**config.mk**
```make
export PLATFORM = sky130hd
export DESIGN_NAME = tlb_pid_sweeper
export DESIGN_NICKNAME = d
export VERILOG_FILES = /design/src/rtl/pid_sweep_pkg.sv /design/src/rtl/sweep_fsm.sv /design/src/rtl/sweep_cursor.sv /design/src/rtl/entry_match.sv /design/src/rtl/flush_slot.sv /design/src/rtl/tlb_pid_sweeper.sv
export SDC_FILE = /design/constraint.sdc
export NUM_CORES = 1
export LEC_CHECK = 0
export BUFFER_PORTS_ARGS = -buffer_cell sky130_fd_sc_hd__buf_4
export CAP_MARGIN = 40
export CORE_AREA = 2 2 75 77
export DETAILED_ROUTE_END_ITERATION = 8
export DIE_AREA = 0 0 77 79
export PLACE_DENSITY = 0.69
export SETUP_SLACK_MARGIN = 0.1
export SYNTH_ARGS = -nofsm -noshare
export SYNTH_HDL_FRONTEND = slang
export SYNTH_SLANG_ARGS = --single-unit
```
**constraint.sdc**
```tcl
create_clock -name clk -period 3.7 [get_ports clk]
set_input_delay 0.185 -clock clk [delete_from_list [all_inputs] [get_ports clk]]
set_output_delay 0.185 -clock clk [all_outputs]
set_load 0.05 [all_outputs]
```
**src/rtl/pid_sweep_pkg.sv**
```systemverilog
package pid_sweep_pkg;

    typedef enum logic [1:0] {
        SW_IDLE  = 2'd0,
        SW_SCAN  = 2'd1,
        SW_DRAIN = 2'd2,
        SW_DONE  = 2'd3
    } sweep_state_t;

endpackage

```
**src/rtl/sweep_fsm.sv**
```systemverilog
module sweep_fsm
    import pid_sweep_pkg::*;
(
    input  logic clk,
    input  logic rst_n,
    input  logic start_i,
    input  logic stall_i,
    input  logic last_i,
    input  logic pending_i,
    input  logic ready_i,
    output logic busy_o,
    output logic done_o,
    output logic launch_o,
    output logic step_o,
    output logic scan_o
);

    sweep_state_t state_q;
    sweep_state_t state_d;

    // State register
    always_ff @(posedge clk or negedge rst_n) begin
        if (!rst_n) begin
            state_q <= SW_IDLE;
        end else begin
            state_q <= state_d;
        end
    end

    // Transitions: LAUNCH, SWEPT, SETTLE, RETIRE
    always_comb begin
        state_d = state_q;
        unique case (state_q)
            SW_IDLE: begin
                if (start_i) begin
                    state_d = SW_SCAN;
                end
            end
            SW_SCAN: begin
                if (!stall_i && last_i) begin
                    state_d = SW_DRAIN;
                end
            end
            SW_DRAIN: begin
                if (!pending_i || ready_i) begin
                    state_d = SW_DONE;
                end
            end
            SW_DONE: begin
                state_d = SW_IDLE;
            end
            default: state_d = SW_IDLE;
        endcase
    end

    // Outputs decoded from the current state
    always_comb begin
        busy_o   = 1'b0;
        done_o   = 1'b0;
        launch_o = 1'b0;
        step_o   = 1'b0;
        scan_o   = 1'b0;
        unique case (state_q)
            SW_IDLE: begin
                launch_o = start_i;
            end
            SW_SCAN: begin
                busy_o = 1'b1;
                scan_o = 1'b1;
                step_o = !stall_i;
            end
            SW_DRAIN: begin
                busy_o = 1'b1;
            end
            SW_DONE: begin
                done_o = 1'b1;
            end
            default: begin
                busy_o = 1'b0;
            end
        endcase
    end

endmodule

```
**src/rtl/sweep_cursor.sv**
```systemverilog
module sweep_cursor #(
    parameter int ARRAYS = 2,
    parameter int WAYS   = 4,
    parameter int SETS   = 16,
    localparam int ARR_W   = $clog2(ARRAYS),
    localparam int WAY_W   = $clog2(WAYS),
    localparam int IDX_W   = $clog2(SETS),
    localparam int TOTAL   = ARRAYS * WAYS * SETS,
    localparam int ENTRY_W = ARR_W + WAY_W + IDX_W
) (
    input  logic             clk,
    input  logic             rst_n,
    input  logic             clear_i,
    input  logic             step_i,
    output logic [ARR_W-1:0] arr_o,
    output logic [WAY_W-1:0] way_o,
    output logic [IDX_W-1:0] idx_o,
    output logic             last_o
);

    logic [ENTRY_W-1:0] pos_q;

    always_ff @(posedge clk or negedge rst_n) begin
        if (!rst_n) begin
            pos_q <= '0;
        end else if (clear_i) begin
            pos_q <= '0;
        end else if (step_i) begin
            pos_q <= pos_q + 1'b1;
        end
    end

    // Index varies fastest, then way, then array.
    assign idx_o  = pos_q[IDX_W-1:0];
    assign way_o  = pos_q[IDX_W +: WAY_W];
    assign arr_o  = pos_q[IDX_W+WAY_W +: ARR_W];
    assign last_o = (pos_q == ENTRY_W'(TOTAL - 1));

endmodule

```
**src/rtl/entry_match.sv**
```systemverilog
module entry_match #(
    parameter int PID_W = 8
) (
    input  logic [PID_W-1:0] want_pid_i,
    input  logic [PID_W-1:0] ent_pid_i,
    input  logic             ent_v_i,
    input  logic             ent_g_i,
    output logic             hit_o
);

    always_comb begin
        hit_o = ent_v_i && !ent_g_i && (ent_pid_i == want_pid_i);
    end

endmodule

```
**src/rtl/flush_slot.sv**
```systemverilog
module flush_slot #(
    parameter int VPN_W      = 19,
    parameter int PAGE_SHIFT = 13,
    localparam int FLUSH_W   = VPN_W + PAGE_SHIFT
) (
    input  logic               clk,
    input  logic               rst_n,
    input  logic               step_i,
    input  logic               hit_i,
    input  logic [VPN_W-1:0]   vpn_i,
    input  logic               ready_i,
    output logic               valid_o,
    output logic [FLUSH_W-1:0] addr_o
);

    always_ff @(posedge clk or negedge rst_n) begin
        if (!rst_n) begin
            valid_o <= 1'b0;
            addr_o  <= '0;
        end else if (step_i) begin
            // A step only happens when the slot is empty or being drained.
            valid_o <= hit_i;
            if (hit_i) begin
                addr_o <= {vpn_i, {PAGE_SHIFT{1'b0}}};
            end
        end else if (valid_o && ready_i) begin
            valid_o <= 1'b0;
        end
    end

endmodule

```
**src/rtl/tlb_pid_sweeper.sv**
```systemverilog
module tlb_pid_sweeper #(
    parameter int ARRAYS     = 2,
    parameter int WAYS       = 4,
    parameter int SETS       = 16,
    parameter int PID_W      = 8,
    parameter int PID_IN_W   = 32,
    parameter int VPN_W      = 19,
    parameter int PAGE_SHIFT = 13,
    localparam int ARR_W     = $clog2(ARRAYS),
    localparam int WAY_W     = $clog2(WAYS),
    localparam int IDX_W     = $clog2(SETS),
    localparam int FLUSH_W   = VPN_W + PAGE_SHIFT
) (
    input  logic                clk,
    input  logic                rst_n,
    input  logic                start_i,
    input  logic [PID_IN_W-1:0] pid_i,
    output logic                busy_o,
    output logic                done_o,
    output logic                tlb_rd_o,
    output logic [ARR_W-1:0]    tlb_arr_o,
    output logic [WAY_W-1:0]    tlb_way_o,
    output logic [IDX_W-1:0]    tlb_idx_o,
    input  logic [VPN_W-1:0]    tlb_vpn_i,
    input  logic [PID_W-1:0]    tlb_pid_i,
    input  logic                tlb_v_i,
    input  logic                tlb_g_i,
    output logic                flush_valid_o,
    input  logic                flush_ready_i,
    output logic [FLUSH_W-1:0]  flush_addr_o
);

    logic             launch;
    logic             step;
    logic             scan;
    logic             last;
    logic             stall;
    logic             hit;
    logic [PID_W-1:0] want_pid_q;
    logic             pid_hi_unused;

    assign pid_hi_unused = ^pid_i[PID_IN_W-1:PID_W];
    assign stall         = flush_valid_o && !flush_ready_i;

    always_ff @(posedge clk or negedge rst_n) begin
        if (!rst_n) begin
            want_pid_q <= '0;
        end else if (launch) begin
            want_pid_q <= pid_i[PID_W-1:0];
        end
    end

    sweep_fsm u_fsm (
        .clk       (clk),
        .rst_n     (rst_n),
        .start_i   (start_i),
        .stall_i   (stall),
        .last_i    (last),
        .pending_i (flush_valid_o),
        .ready_i   (flush_ready_i),
        .busy_o    (busy_o),
        .done_o    (done_o),
        .launch_o  (launch),
        .step_o    (step),
        .scan_o    (scan)
    );

    sweep_cursor #(
        .ARRAYS (ARRAYS),
        .WAYS   (WAYS),
        .SETS   (SETS)
    ) u_cursor (
        .clk     (clk),
        .rst_n   (rst_n),
        .clear_i (launch),
        .step_i  (step),
        .arr_o   (tlb_arr_o),
        .way_o   (tlb_way_o),
        .idx_o   (tlb_idx_o),
        .last_o  (last)
    );

    assign tlb_rd_o = scan;

    entry_match #(
        .PID_W (PID_W)
    ) u_match (
        .want_pid_i (want_pid_q),
        .ent_pid_i  (tlb_pid_i),
        .ent_v_i    (tlb_v_i),
        .ent_g_i    (tlb_g_i),
        .hit_o      (hit)
    );

    flush_slot #(
        .VPN_W      (VPN_W),
        .PAGE_SHIFT (PAGE_SHIFT)
    ) u_slot (
        .clk     (clk),
        .rst_n   (rst_n),
        .step_i  (step),
        .hit_i   (hit),
        .vpn_i   (tlb_vpn_i),
        .ready_i (flush_ready_i),
        .valid_o (flush_valid_o),
        .addr_o  (flush_addr_o)
    );

endmodule

```
Yosys cells after proc, flatten, opt, wreduce, memory -nomap -nowiden:

Index checks and enable logic that the tools add are counted.

* flip-flop bits (word level): 37
* latch bits: 0
* memory bits (writable): 0
* memory bits (read-only): 0
* input bits: 65
* output and inout bits: 43
* word-level logic and storage cells: 43
* memories: 0

* add/subtract/negate cells: 1
* multipliers: 0
* divide/modulo/power cells: 0
* $lt $le $gt $ge: 0
* equal/unequal tests: 8
* shifts and indexed selects: 0
* multiplexer cells: 13
* bitwise logic cells: 0
* reductions and logical operators: 16

Operator list (number)
* two-way mux 7 bit: 2
* == test 8 bit: 1
* one-hot mux 2 bit (4 select lines): 1
* adder 7 x 1 -> 7 bit, second input constant: 1
* == test 7 bit, second input constant: 1
* two-way mux 1 bit: 7
* two-way mux 2 bit: 3
* logical AND 1 bit: 5
* == test 2 bit, second input constant: 2
* logical NOT 1 bit: 4
* != test 2 x 1 -> 1 bit, second input constant: 2
* nonzero test 2 bit: 2
* AND reduction 3 bit: 1
* == test 2 x 1 -> 1 bit, second input constant: 1
* logical NOT 2 bit: 1
* != test 2 bit, second input constant: 1
* AND reduction 2 bit: 1
* OR reduction 2 bit: 1
* logical OR 1 bit: 1

Logic depth before layout (Yosys ltp):

Gate-level depths: netlist of run 1.

* depth after elaboration: 6
* gate-level depth with buffers: 7
* mapped depth without buffers: 5

By module:

A second synthesis of run 1 with hierarchy kept.

* cells, all modules: 139
* area total of the unflattened synthesis: 1889.3 um2

Modules (own cells, without submodules)
* flush_slot: instances 1, cells an instance 58, area each 927.1 um2, sequential area each 500.5 um2
* tlb_pid_sweeper: instances 1, cells an instance 18, area each 337.8 um2, sequential area each 200.2 um2
* sweep_cursor: instances 1, cells an instance 31, area each 324.1 um2, sequential area each 175.2 um2
* sweep_fsm: instances 1, cells an instance 20, area each 201.4 um2, sequential area each 50.0 um2
* entry_match: instances 1, cells an instance 12, area each 98.8 um2, sequential area each 0.0 um2

Worst setup path after synthesis of run 1:

Ideal clock, no wire load.

* path type: register to register
* start: register u_fsm.state_q[1]
* end: register u_slot.addr_o[13]
* setup time: 0.125 ns
* arrival time: 2.066 ns
* required time: 3.575 ns
* slack: 1.508 ns
* cell stages (with the launch flop): 8
* path buffers: 2
* clock period less this slack: 2.192 ns
* cells stage by stage: dfrtp_1 -> inv_1 -> ha_1 -> buf_4 -> nand3_4 -> nor4_4 -> buf_6 -> mux2_4

* longest elaborated chain between the ends: 3

Ends and longest elaborated chain
* from (decl): line sweep_fsm.sv:18 `sweep_state_t state_q;`
* from (signal assigned): line sweep_fsm.sv:26 `state_q <= state_d;`
* == test 2 x 1 -> 1 bit: line sweep_fsm.sv:63 `unique case (state_q)`
* two-way mux 1 bit: line sweep_fsm.sv:63
* AND reduction 2 bit (no line)
* to (signal assigned): line flush_slot.sv:24 `addr_o <= {vpn_i, {PAGE_SHIFT{1'b0}}};`
* to (decl): line flush_slot.sv:13 `output logic [FLUSH_W-1:0] addr_o`

No other way between the ends.
A chain may end at the register's enable or synchronous reset.

Final worst setup path of run 1:

* start: register u_fsm.state_q[1]
* end: register u_slot.addr_o[17]

Same word-level chain as after synthesis.

==> results.md, run 1 <==
- CP Capture Type: register
- Slowest stage delay, CP: 0.41 ns
- N_diodes: 0
- Leak: 1.30 nW
- TritonCTS Buffers: 5
- Outcome: finished clean
- Die extent in y: 79 um
- Internal power: 0.972 mW
- Post-route ant nets: 0
- Clock buffer depth: 2
- Buffers & Inverters on Critical Path: 2
- Worst-margin pin slew: 0.606 ns
- Starting Density: 35.3%
- Clk_skew: 0.00631 ns
- Post-CTS Hold Buffers: 1
- PD cells: 622 nW/um^2
- Busiest grt layer: met2
- Final period utilization: 58.1%
- Share of post-route cells with drive strength above 1: 52.1%
- Number of DRC markers in iteration 0: 24
- Tmin final: 2.15 ns
- Arrival time worst endpoint: 2.32 ns
- Number of global-route vias before repair: 1278
- Cell family with most CP delay: buffers and inverters
- Met3 GRT Util: 4.55%
- Area grow syn2layout: 34.4%
- CTS tree: built
- RSZ-0062 raised after global routing: no
- Met2 usage: 20.3%
- # rows: 27
- Sink Count: 37
- Startpoint types: register
- P_sw: 0.600 mW
- DRC violations left: 0
- Min Hold Slack: 0.126 ns
- Vias: 1220
- Hold crit path type: in -> reg
- Maximum vdd drop: 0.318 mV
- Combinational cell fraction of total power: 41.2%
- Distinct cells, synth: 29
- Total die area: 6080 um^2
- DRT Wirelength: 3490 um
- Clk Latency, worst-skew pair: 0.28 ns
- Placeable Area: 5340 um^2
- GRT Overall Usage: 12.6%
- WS Path Type: reg -> reg
- CTS root buffer: clkbuf_8
- Max Cap Viol: 0
- CTS H-tree depth: 2
- GPL Wtd Cong: 0.687
- Setup violators final: 0
- Share of the synthesized area in the top cell type: 49.2%
- Avg Inst Size Synth: 13.4 um^2
- Post-route setup TNS: 0 ns
- Worst-path clk slew: 0.07 ns
- Total Power: 1.57 mW
- Initial antenna violation count: 0
- Nets: 282
- Final Max Tran Viols: 0
- Critical-path top delay cell: dfrtp_1
- Gr ovfl total: 0
- Most area-consuming cells after synthesis: dfrtp_1 (49%), mux2_4 (15%), buf_4 (5.6%), mux2_2 (5.4%), ha_1 (3.3%)
- Vias per inst: 4.28
- CTS resizes: 0
- Synthesis-stage register bit count: 37
- Sw Share: 38.2%
- Clock share of power: 22.8%
- Fillers: 502
- Final hold vios: 0
- Post-DP HPWL: 2580 um
- Wire length per cell: 12.2 um
- Slew margin rel.: 59.6%
- Die X: 77 um
- Post-CTS Setup Bufs: 0
- Met1 global-route usage: 15.5%
- Synth warn: 0
- Netlist Area Pre-Place: 1880 um^2
- Sequential power share: 36.0%
- R2R Setup Slk: 1.55 ns
- First-pass GRT wire length: 6010 um
- Sequential area share after synthesis: 49.2%
- CP Cell Sequence: inv_1, ha_1, nand3_4, nor4_4, buf_4, mux2_4
- Core Util, Final: 47.4%
- Fmax: 0.465 GHz
- Pre-Repair DR Iteration Count: 4
- WP data required: 3.87 ns
- Leading area contributor after synthesis: dfrtp_1
- Largest net degree at the start of global routing: 38
- Setup ws final: 1.55 ns
- CP Max Fanout: 20
- Top-Level Pins: 108
- Post-synthesis cell count: 140
- I/O Buffers: 70
- Pre-CTS setup slack: 1.54 ns
-- through the flow --
step,cells,area (um^2)
final,285,2530
after global routing,285,2530
after CTS,285,2530
after detailed placement,276,2400
after global placement,276,2400
after floorplan,152,1930
-- per-layer routing --
metal	routed length [um]	up-vias
met2	1700	46
met4	50	0
met3	261	5
met1	1480	583
met5	0	-
li1	-	586
-- power by group through the flow --
stage | Sequential (mW) | Clock (mW) | Combinational [mW]
6_report | 0.566 | 0.358 | 0.648
5_1_grt | 0.581 | 0.392 | 0.702
4_1_cts | 0.568 | 0.374 | 0.658
3_5_place_dp | 0.574 | 0 | 0.655
3_3_place_gp | 0.573 | 0 | 0.644
2_1_floorplan | 0.670 | 0 | 0.407
-- cells by family (layout without fill, tap and decap cells) --
kind of cell / after synthesis / count (layout) / share of synthesized area (%)
mux: 29 / 29 / 21.1
other cells: 1 / 13 / 0.199
compound gates: 3 / 3 / 0.865
simple gates: 29 / 29 / 9.97
buf+inv: 22 / 83 / 8.44
flops: 37 / 37 / 49.2
fa+ha+maj: 5 / 5 / 3.32
xor+xnor: 14 / 14 / 6.92
-- state kept, by name, indices dropped and copies added, names as in the netlist --
signal          count
u_cursor.pos_q      7
u_fsm.state_q       2
u_slot.addr_o      19
u_slot.valid_o      1
want_pid_q          8
-- final timing paths --
check / from / endpoint / cells after the start
min reg2reg: u_slot.addr_o[17] / u_slot.addr_o[17] / 1
max in group asynchronous: rst_n / u_slot.addr_o[17] / 2
min in group asynchronous: rst_n / u_cursor.pos_q[1] / 2
max: u_fsm.state_q[1] / u_slot.addr_o[17] / 6
max reg2reg: u_fsm.state_q[1] / u_slot.addr_o[17] / 6
min: tlb_vpn_i[9] / u_slot.addr_o[22] / 2
-- cell usage in the layout, fill, tap and decap left out, types with 2 or more instances in the layout --
cell type  netlist  layout
a21oi_1          2       2
and2_1           3       3
and3_1           2       2
buf_4           14      71
clkbuf_8         0       6
conb_1           1      13
dfrtp_1         37      37
ha_1             5       5
inv_1            3       3
mux2_2           9       9
mux2_4          19      19
nand2_1          3       3
nand3_1          3       3
nand4_1          4       4
nor2_1           7       7
xnor2_1          7       7
xor2_1           6       6
-- cell usage after synthesis --
master / n
dfrtp_1: 37
mux2_4: 19
buf_4: 14
mux2_2: 9
nor2_1: 7
xnor2_1: 7
xor2_1: 6
ha_1: 5
nand4_1: 4
and2_1: 3
buf_6: 3
inv_1: 3
nand2_1: 3
nand3_1: 3
a21oi_1: 2
and3_1: 2
and2b_1: 1
and4_1: 1
buf_2: 1
clkbuf_1: 1
conb_1: 1
mux2i_1: 1
nand2b_1: 1
nand3_4: 1
nand3b_2: 1
nor4_4: 1
o22ai_1: 1
or2_2: 1
xnor2_2: 1
-- cell type report --
cell class | count | area, um^2 | share of cell area, %
multi-input combinational | 93 | 842 | 33.3
sequential | 37 | 926 | 36.6
timing repair buffer | 72 | 543 | 21.5
clock buffer | 7 | 86.3 | 3.41
tap | 72 | 90.1 | 3.56
inverter | 3 | 11.3 | 0.445
clock inverter | 1 | 30.0 | 1.19
Power figures use the tool's default switching activity.
==> run 2: changes to the inputs <==
--- a/config.mk
+++ b/config.mk
@@ -5,12 +5,13 @@
 export SDC_FILE = /design/constraint.sdc
 export NUM_CORES = 1
 export LEC_CHECK = 0
+export ABC_AREA = 1
 export BUFFER_PORTS_ARGS = -buffer_cell sky130_fd_sc_hd__buf_4
 export CAP_MARGIN = 40
-export CORE_AREA = 2 2 75 77
+export CORE_AREA = 2 2 79 81
 export DETAILED_ROUTE_END_ITERATION = 8
-export DIE_AREA = 0 0 77 79
-export PLACE_DENSITY = 0.69
+export DIE_AREA = 0 0 81 83
+export PLACE_DENSITY = 0.7
 export SETUP_SLACK_MARGIN = 0.1
 export SYNTH_ARGS = -nofsm -noshare
 export SYNTH_HDL_FRONTEND = slang
==> constraint.sdc (replaced) <==
create_clock -name clk -period 1.8 [get_ports clk]
set_input_delay 0.09 -clock clk [delete_from_list [all_inputs] [get_ports clk]]
set_output_delay 0.09 -clock clk [all_outputs]
set_load 0.05 [all_outputs]
==> run 2 against run 1 <==
Against the previous run:
- clock-buffer cell count unchanged
- wire length increased by 28%
- sequential power up 110%
- synthesized area grew 12%
- via count rose by 48%
- cell area rose by 11%
- global-route usage increased by 1.3 points
- first-iteration DRC count rose to 2.8 times the previous value
- clock power is 100% higher
- sequential share of layout area is 3.6 points lower
- critical path depth is 2 higher
- hold slack got worse by 0.10 ns
- critical path type unchanged
==> results.md, run 2 <==
- Slowest stage delay, CP: 0.41 ns (about the same)
- Buffers & Inverters on Critical Path: 2 (unchanged)
- Sequential area share after synthesis: 43.9% (-5.3 points)
- Area grow syn2layout: 33.0%
- Synthesis-stage register bit count: 37 (unchanged)
- Leading area contributor after synthesis: dfrtp_1
- Most common cell after layout, fill and taps aside: buf_4
- Critical-path top delay cell: dfrtp_1
- I/O Buffers: 70 (unchanged)
- Die X: 81 um (+5.2%)
- Synth cell count leaders: nand2_1 (61), inv_1 (47), dfrtp_1 (37), nand3_1 (24), o21bai_1 (19)
- # rows: 28 (+3.7%)
- Number of DRC markers in iteration 0: 67 (+180%)
- Clock buffer depth: 2 (unchanged)
- Hold crit path type: in -> reg
- Top-Level Pins: 108 (unchanged)
- Post-DP HPWL: 3250 um (+26%)
- Arrival time worst endpoint: 1.79 ns (-0.53 ns)
- Post-route setup TNS: 0 ns (unchanged)
- Vias per inst: 4.37 (+2.1%)
- Clk Latency, worst-skew pair: 0.28 ns (about the same)
- Netlist Area Pre-Place: 2110 um^2 (+12%)
- N_diodes: 0 (unchanged)
- Leak: 1.50 nW (+16%)
- Startpoint types: register
- CTS root buffer: clkbuf_8
- Cell family with most CP delay: flip-flops
- Number of global-route vias before repair: 1680 (+31%)
- Post-synthesis cell count: 261 (+86%)
- PD cells: 1300 nW/um^2 (+110%)
- Synth warn: 0 (unchanged)
- First-pass GRT wire length: 7450 um (+24%)
- Vias: 1805 (+48%)
- Wire length per cell: 10.8 um (-12%)
- GPL Wtd Cong: 0.691 (+0.55%)
- Starting Density: 36.2% (+0.98 points)
- Tmin final: 1.62 ns (-0.532 ns)
- DRT Wirelength: 4470 um (+28%)
- Nets: 407 (+44%)
- Final period utilization: 89.9% (+32 points)
- Outcome: finished clean
- Min Hold Slack: 0.0237 ns (-0.102 ns)
- Die extent in y: 83 um (+5.1%)
- Clk_skew: 0.00562 ns (-0.000687 ns)
- RSZ-0062 raised after global routing: yes
- CTS H-tree depth: 2 (unchanged)
- Share of post-route cells with drive strength above 1: 28.4% (-24 points)
- DRC violations left: 0 (unchanged)
- Gr ovfl total: 0 (unchanged)
- CP Max Fanout: 13 (-35%)
- Asr flop ratio synth: 100% (unchanged)
- Final hold vios: 0 (unchanged)
- Fmax: 0.618 GHz (+33%)
- Final Max Tran Viols: 0 (unchanged)
- Setup violators final: 0 (unchanged)
- CP Capture Type: register
- Most frequent cell after synthesis: nand2_1
- Max Cap Viol: 0 (unchanged)
- Most frequent cells in the layout: buf_4 (74), nand2_1 (61), inv_1 (47)
- WS Path Type: reg -> reg
- CP Cell Sequence: inv_1, ha_2, nand2_4, nor2_4, nand3_4, buf_12, o21bai_1, nand2_1
- Largest regs: u_slot.addr_o x19, want_pid_q x8, u_cursor.pos_q x7
- GRT Overall Usage: 13.9% (+1.3 points)
- Avg Inst Size Synth: 8.07 um^2 (-40%)
- Largest net degree at the start of global routing: 38 (unchanged)
- EDFF count, synth: 0 (unchanged)
- Share of the synthesized area in the top cell type: 43.9% (-5.3 points)
- Most area-consuming cells after synthesis: dfrtp_1 (44%), nand2_1 (11%), inv_1 (8.4%), o21bai_1 (6.8%), nand3_1 (5.7%)
- WP data required: 1.97 ns (-1.90 ns)
- Top_reg_cell synth: dfrtp_1
- R2R Setup Slk: 0.18 ns (-1.37 ns)
- Initial antenna violation count: 0 (unchanged)
- Maximum vdd drop: 1.04 mV (+230%)
- Pre-Repair DR Iteration Count: 4 (unchanged)
- Area after DPL: 2650 um^2 (+10%)
- Biggest register: u_slot.addr_o
- CTS tree: built
- TritonCTS Buffers: 5 (unchanged)
- Post-route ant nets: 0 (unchanged)
- Placeable Area: 5820 um^2 (+9.0%)
- Max reg flops: 19 (unchanged)
- Total die area: 6720 um^2 (+11%)
- Sink Count: 37 (unchanged)
- Worst-path clk slew: 0.07 ns (about the same)
- Distinct cells, synth: 27 (-6.9%)
- Post-route design area: 2800 um^2 (+11%)
run 2: cell types whose count changed after synthesis, moves of 4 or more:
cell	before	now
inv_1	3	47
mux2_2	9	0
mux2_4	19	0
nand2_1	3	61
nand3_1	3	24
nand4_1	4	0
o21ai_0	0	15
o21bai_1	0	19
xnor2_1	7	0
xor2_1	6	1
run 2: repair_timing:
action,CTS,global route
hold buffers,2,0
resized for setup,0,1
setup buffers,0,2
setup endpoints to repair,0,15
endpoints found under the hold margin,38,0
run 2: layout make-up:
class | count | area [um^2]
Clock inverter | 1 | 30.0
Tap cell | 75 | 93.8
Clock buffer | 7 | 86.3
Inverter | 49 | 189
Sequential cell | 37 | 926
Timing Repair Buffer | 77 | 596
Multi-Input combinational cell | 167 | 882
Fill cell | 611 | 3010
run 2: power breakdown:
group	switching [mW]	internal, mW	leakage (nW)	total (mW)
clock	0.280	0.452	0.0585	0.732
sequential	0.140	1.05	0.400	1.18
combinational	1.18	0.552	1.05	1.74
run 2: path summary, 6_finish.rpt:
check / startpoint / to / cells past startpoint
max in group asynchronous: rst_n / want_pid_q[3] / 2
worst max-delay path: u_fsm.state_q[1] / u_slot.addr_o[13] / 8
worst min register to register: want_pid_q[5] / want_pid_q[5] / 2
worst max register to register: u_fsm.state_q[1] / u_slot.addr_o[13] / 8
worst min-delay path: pid_i[0] / want_pid_q[0] / 3
min in group asynchronous: rst_n / u_fsm.state_q[0] / 2
run 2: metal layers:
metal | track usage, % | wire [um]
met1 | 17.4 | 2010
met2 | 23.4 | 2120
met4 | 3.24 | 42
met3 | 3.70 | 291
met5 | 0 | 0
run 2: stage by stage:
step                worst slack, ns  power, mW  util, %  std cells
floorplan                     0.135       2.49        -        273
global placement              0.200       2.90     45.5        401
detailed placement            0.166       2.94     45.5        401
CTS                           0.142       3.70     47.8        411
global route                 0.0526       3.89     48.2        413
finish                        0.181       3.65     48.2        413
run 2: kinds of logic after synthesis:
family | count (synthesis) | synth area share [%]
DFF | 37 | 43.9
adders and majority gates | 5 | 2.97
other | 1 | 0.178
buffers and inverters | 69 | 16.7
AOI/OAI and AO/OA | 40 | 11.8
and+or+nand+nor | 108 | 24.1
xor gates and xnor gates | 1 | 0.416
run 2: worst register-to-register path: stages (launching register included):
cell      delay (ns)
dfrtp_1         0.41
inv_1           0.10
ha_2            0.23
nand2_4         0.07
nor2_4          0.13
nand3_4         0.15
buf_12          0.19
o21bai_1        0.16
nand2_1         0.06
==> run 3: changes to the inputs <==
--- a/config.mk
+++ b/config.mk
@@ -5,13 +5,12 @@
 export SDC_FILE = /design/constraint.sdc
 export NUM_CORES = 1
 export LEC_CHECK = 0
-export ABC_AREA = 1
 export BUFFER_PORTS_ARGS = -buffer_cell sky130_fd_sc_hd__buf_4
 export CAP_MARGIN = 40
-export CORE_AREA = 2 2 79 81
+export CORE_AREA = 2 2 75 77
 export DETAILED_ROUTE_END_ITERATION = 8
-export DIE_AREA = 0 0 81 83
-export PLACE_DENSITY = 0.7
+export DIE_AREA = 0 0 77 79
+export PLACE_DENSITY = 0.72
 export SETUP_SLACK_MARGIN = 0.1
 export SYNTH_ARGS = -nofsm -noshare
 export SYNTH_HDL_FRONTEND = slang
==> run 3 against run 2 <==
Against the previous run:
- clock-buffer cell count is 1 lower
- hold slack better by 0.0089 ns
- maximum frequency is 7.7% lower
- die area is 9.5% lower
- largest cell class unchanged
- sequential share of layout area is 2.2 points higher
- critical path depth is 1 lower
- flip-flop and latch count stayed put
- critical endpoint is now u_slot.addr_o[28]
- register-to-register slack worse by 0.13 ns
- worst setup slack worse by 0.13 ns
- total power is 14% lower
- critical path type unchanged
==> results.md, run 3 (synthesized netlist as in run 1, its figures left out) <==
- Initial antenna violation count: 0 (unchanged)
- Leak: 1.34 nW (-11%)
- CTS tree: built
- I/O Buffers: 70 (unchanged)
- Post-route ant nets: 0 (unchanged)
- Worst-path clk slew: 0.07 ns (about the same)
- GPL Wtd Cong: 0.796 (+15%)
- Critical-path top delay cell: dfrtp_1
- CTS H-tree depth: 2 (unchanged)
- Maximum vdd drop: 0.790 mV (-24%)
- Buffers & Inverters on Critical Path: 3 (+1)
- CP Max Fanout: 5 (-8)
- Combinational cell fraction of total power: 44.9% (-2.6 points)
- Gr ovfl total: 0 (unchanged)
- Internal power: 1.87 mW (-8.7%)
- Clock share of power: 17.6% (-2.4 points)
- First-pass GRT wire length: 5550 um (-25%)
- Final Max Tran Viols: 0 (unchanged)
- Share of post-route cells with drive strength above 1: 57.0% (+29 points)
- CP Capture Type: register
- Largest net degree at the start of global routing: 38 (unchanged)
- Sequential power share: 37.6% (+5.2 points)
- Top-Level Pins: 108 (unchanged)
- Fmax: 0.570 GHz (-7.7%)
- Cell family with most CP delay: buffers and inverters
- CP Cell Sequence: inv_2, ha_4, nand3_4, nor4_4, buf_6, clkbuf_16, mux2_4
- Starting Density: 35.3% (-0.98 points)
- Biggest register: u_slot.addr_o
- Slowest stage delay, CP: 0.42 ns (about the same)
- Total Power: 3.14 mW (-14%)
- Total die area: 6080 um^2 (-9.5%)
- Most frequent cells in the layout: buf_4 (74), dfrtp_1 (34), mux2_4 (19)
- Vias per inst: 4.33 (-0.98%)
- # rows: 27 (-3.6%)
- Pre-CTS setup slack: 0.0175 ns (-0.149 ns)
- P_sw: 1.26 mW (-21%)
- PD cells: 1190 nW/um^2 (-8.7%)
- Die extent in y: 79 um (-4.8%)
- WS Path Type: reg -> reg
- Number of global-route vias before repair: 1208 (-28%)
- Arrival time worst endpoint: 1.92 ns (+0.13 ns)
- Max reg flops: 19 (unchanged)
- Pre-Repair DR Iteration Count: 4 (unchanged)
- Clk Latency, worst-skew pair: 0.28 ns (about the same)
- DRT Wirelength: 3760 um (-16%)
- Hold crit path type: in -> reg
- Clk_skew: 0.00667 ns (+0.00104 ns)
- R2r startpoint: u_fsm.state_q[1]
- Most common cell after layout, fill and taps aside: buf_4
- DRC violations left: 0 (unchanged)
- Sw Share: 40.3% (-3.6 points)
- Final period utilization: 97.4% (+7.5 points)
- Sink Count: 37 (unchanged)
- Startpoint types: register
- WP data required: 1.97 ns (about the same)
- Setup violators final: 0 (unchanged)
- Crit. Startpoint: u_fsm.state_q[1]
- Clock buffer depth: 2 (unchanged)
- Area grow syn2layout: 40.0%
- Post-DP HPWL: 2630 um (-19%)
- CTS root buffer: clkbuf_8
- N_diodes: 0 (unchanged)
- Vias: 1268 (-30%)
- Placeable Area: 5340 um^2 (-8.2%)
- Outcome: finished clean
- Wire length per cell: 12.8 um (+19%)
- Area after DPL: 2460 um^2 (-7.0%)
- Setup ws final: 0.0465 ns (-0.135 ns)
- Nets: 290 (-29%)
- TritonCTS Buffers: 5 (unchanged)
- Tmin final: 1.75 ns (+0.135 ns)
- Max Cap Viol: 0 (unchanged)
- Number of DRC markers in iteration 0: 59 (-12%)
- GRT Overall Usage: 11.7% (-2.1 points)
- Die X: 77 um (-4.9%)
- Post-route design area: 2640 um^2 (-6.0%)
- Largest regs: u_slot.addr_o x19, want_pid_q x8, u_cursor.pos_q x7
- RSZ-0062 raised after global routing: yes
- Final hold vios: 0 (unchanged)
- Hold path start: tlb_vpn_i[18]
==> run 3: worst register-to-register path, cell delays in order (launching register included) <==
cell and delay, ns:
dfrtp_1 0.42, inv_2 0.09, ha_4 0.15, nand3_4 0.08, nor4_4 0.28, buf_6 0.17, clkbuf_16 0.16, mux2_4 0.30
==> run 3: layout make-up <==
| type | instances | area, um^2 |
|---|---|---|
| clock inverters | 2 | 10.0 |
| clock buffers | 6 | 72.6 |
| inverters | 3 | 11.3 |
| repair buffers | 80 | 658 |
| well taps | 72 | 90.1 |
| multi-input cells | 93 | 863 |
| flip-flops and latches | 37 | 930 |
| fillers | 503 | 2700 |
==> run 3: final timing paths <==
path                                     endpoint  slack (ns)  cells past startpoint
worst max-delay path            u_slot.addr_o[28]        0.05                      7
worst min-delay path            u_slot.addr_o[31]        0.03                      2
worst max register to register  u_slot.addr_o[28]        0.05                      7
worst min register to register  u_slot.addr_o[31]        0.51                      1
max in group asynchronous          u_slot.valid_o        1.14                      2
min in group asynchronous       u_cursor.pos_q[5]        0.30                      2
==> run 3: metrics by stage <==
step	setup TNS (ns)	utilization [%]	cells	hold slack, ns
6_report	0	49.4	293	0.0326
5_1_grt	-0.208	49.4	293	0.0180
4_1_cts	0	47.9	288	0.0160
3_5_place_dp	0	46.1	279	0.0951
3_3_place_gp	0	46.1	279	0.0836
2_1_floorplan	0	-	152	-0.206
==> run 3: power by group through the flow <==
stage          Combinational, mW  Clock, mW  Sequential [mW]
2_1_floorplan              0.881          0             1.39
3_3_place_gp                1.38          0             1.19
3_5_place_dp                1.40          0             1.20
4_1_cts                     1.41      0.581             1.18
5_1_grt                     1.51      0.616             1.21
6_report                    1.41      0.551             1.18
==> run 3: per-layer routing <==
metal / GRT usage [%] / part of all wire [%] / wire (um) / up-vias
met2: 19.3 / 49 / 1850 / 42
met3: 3.52 / 5.8 / 217 / 6
met1: 14.5 / 43 / 1640 / 612
met5: 0 / 0 / 0 / -
li1: - / - / - / 608
met4: 4.82 / 1.5 / 56 / 0
==> run 3: what timing repair did <==
item,CTS,global route
setup endpoints to repair,19,19
hold buffers,1,0
pin swaps,0,2
resized for setup,0,1
endpoints found under the hold margin,37,0
gates cloned,0,3
setup buffers,0,2
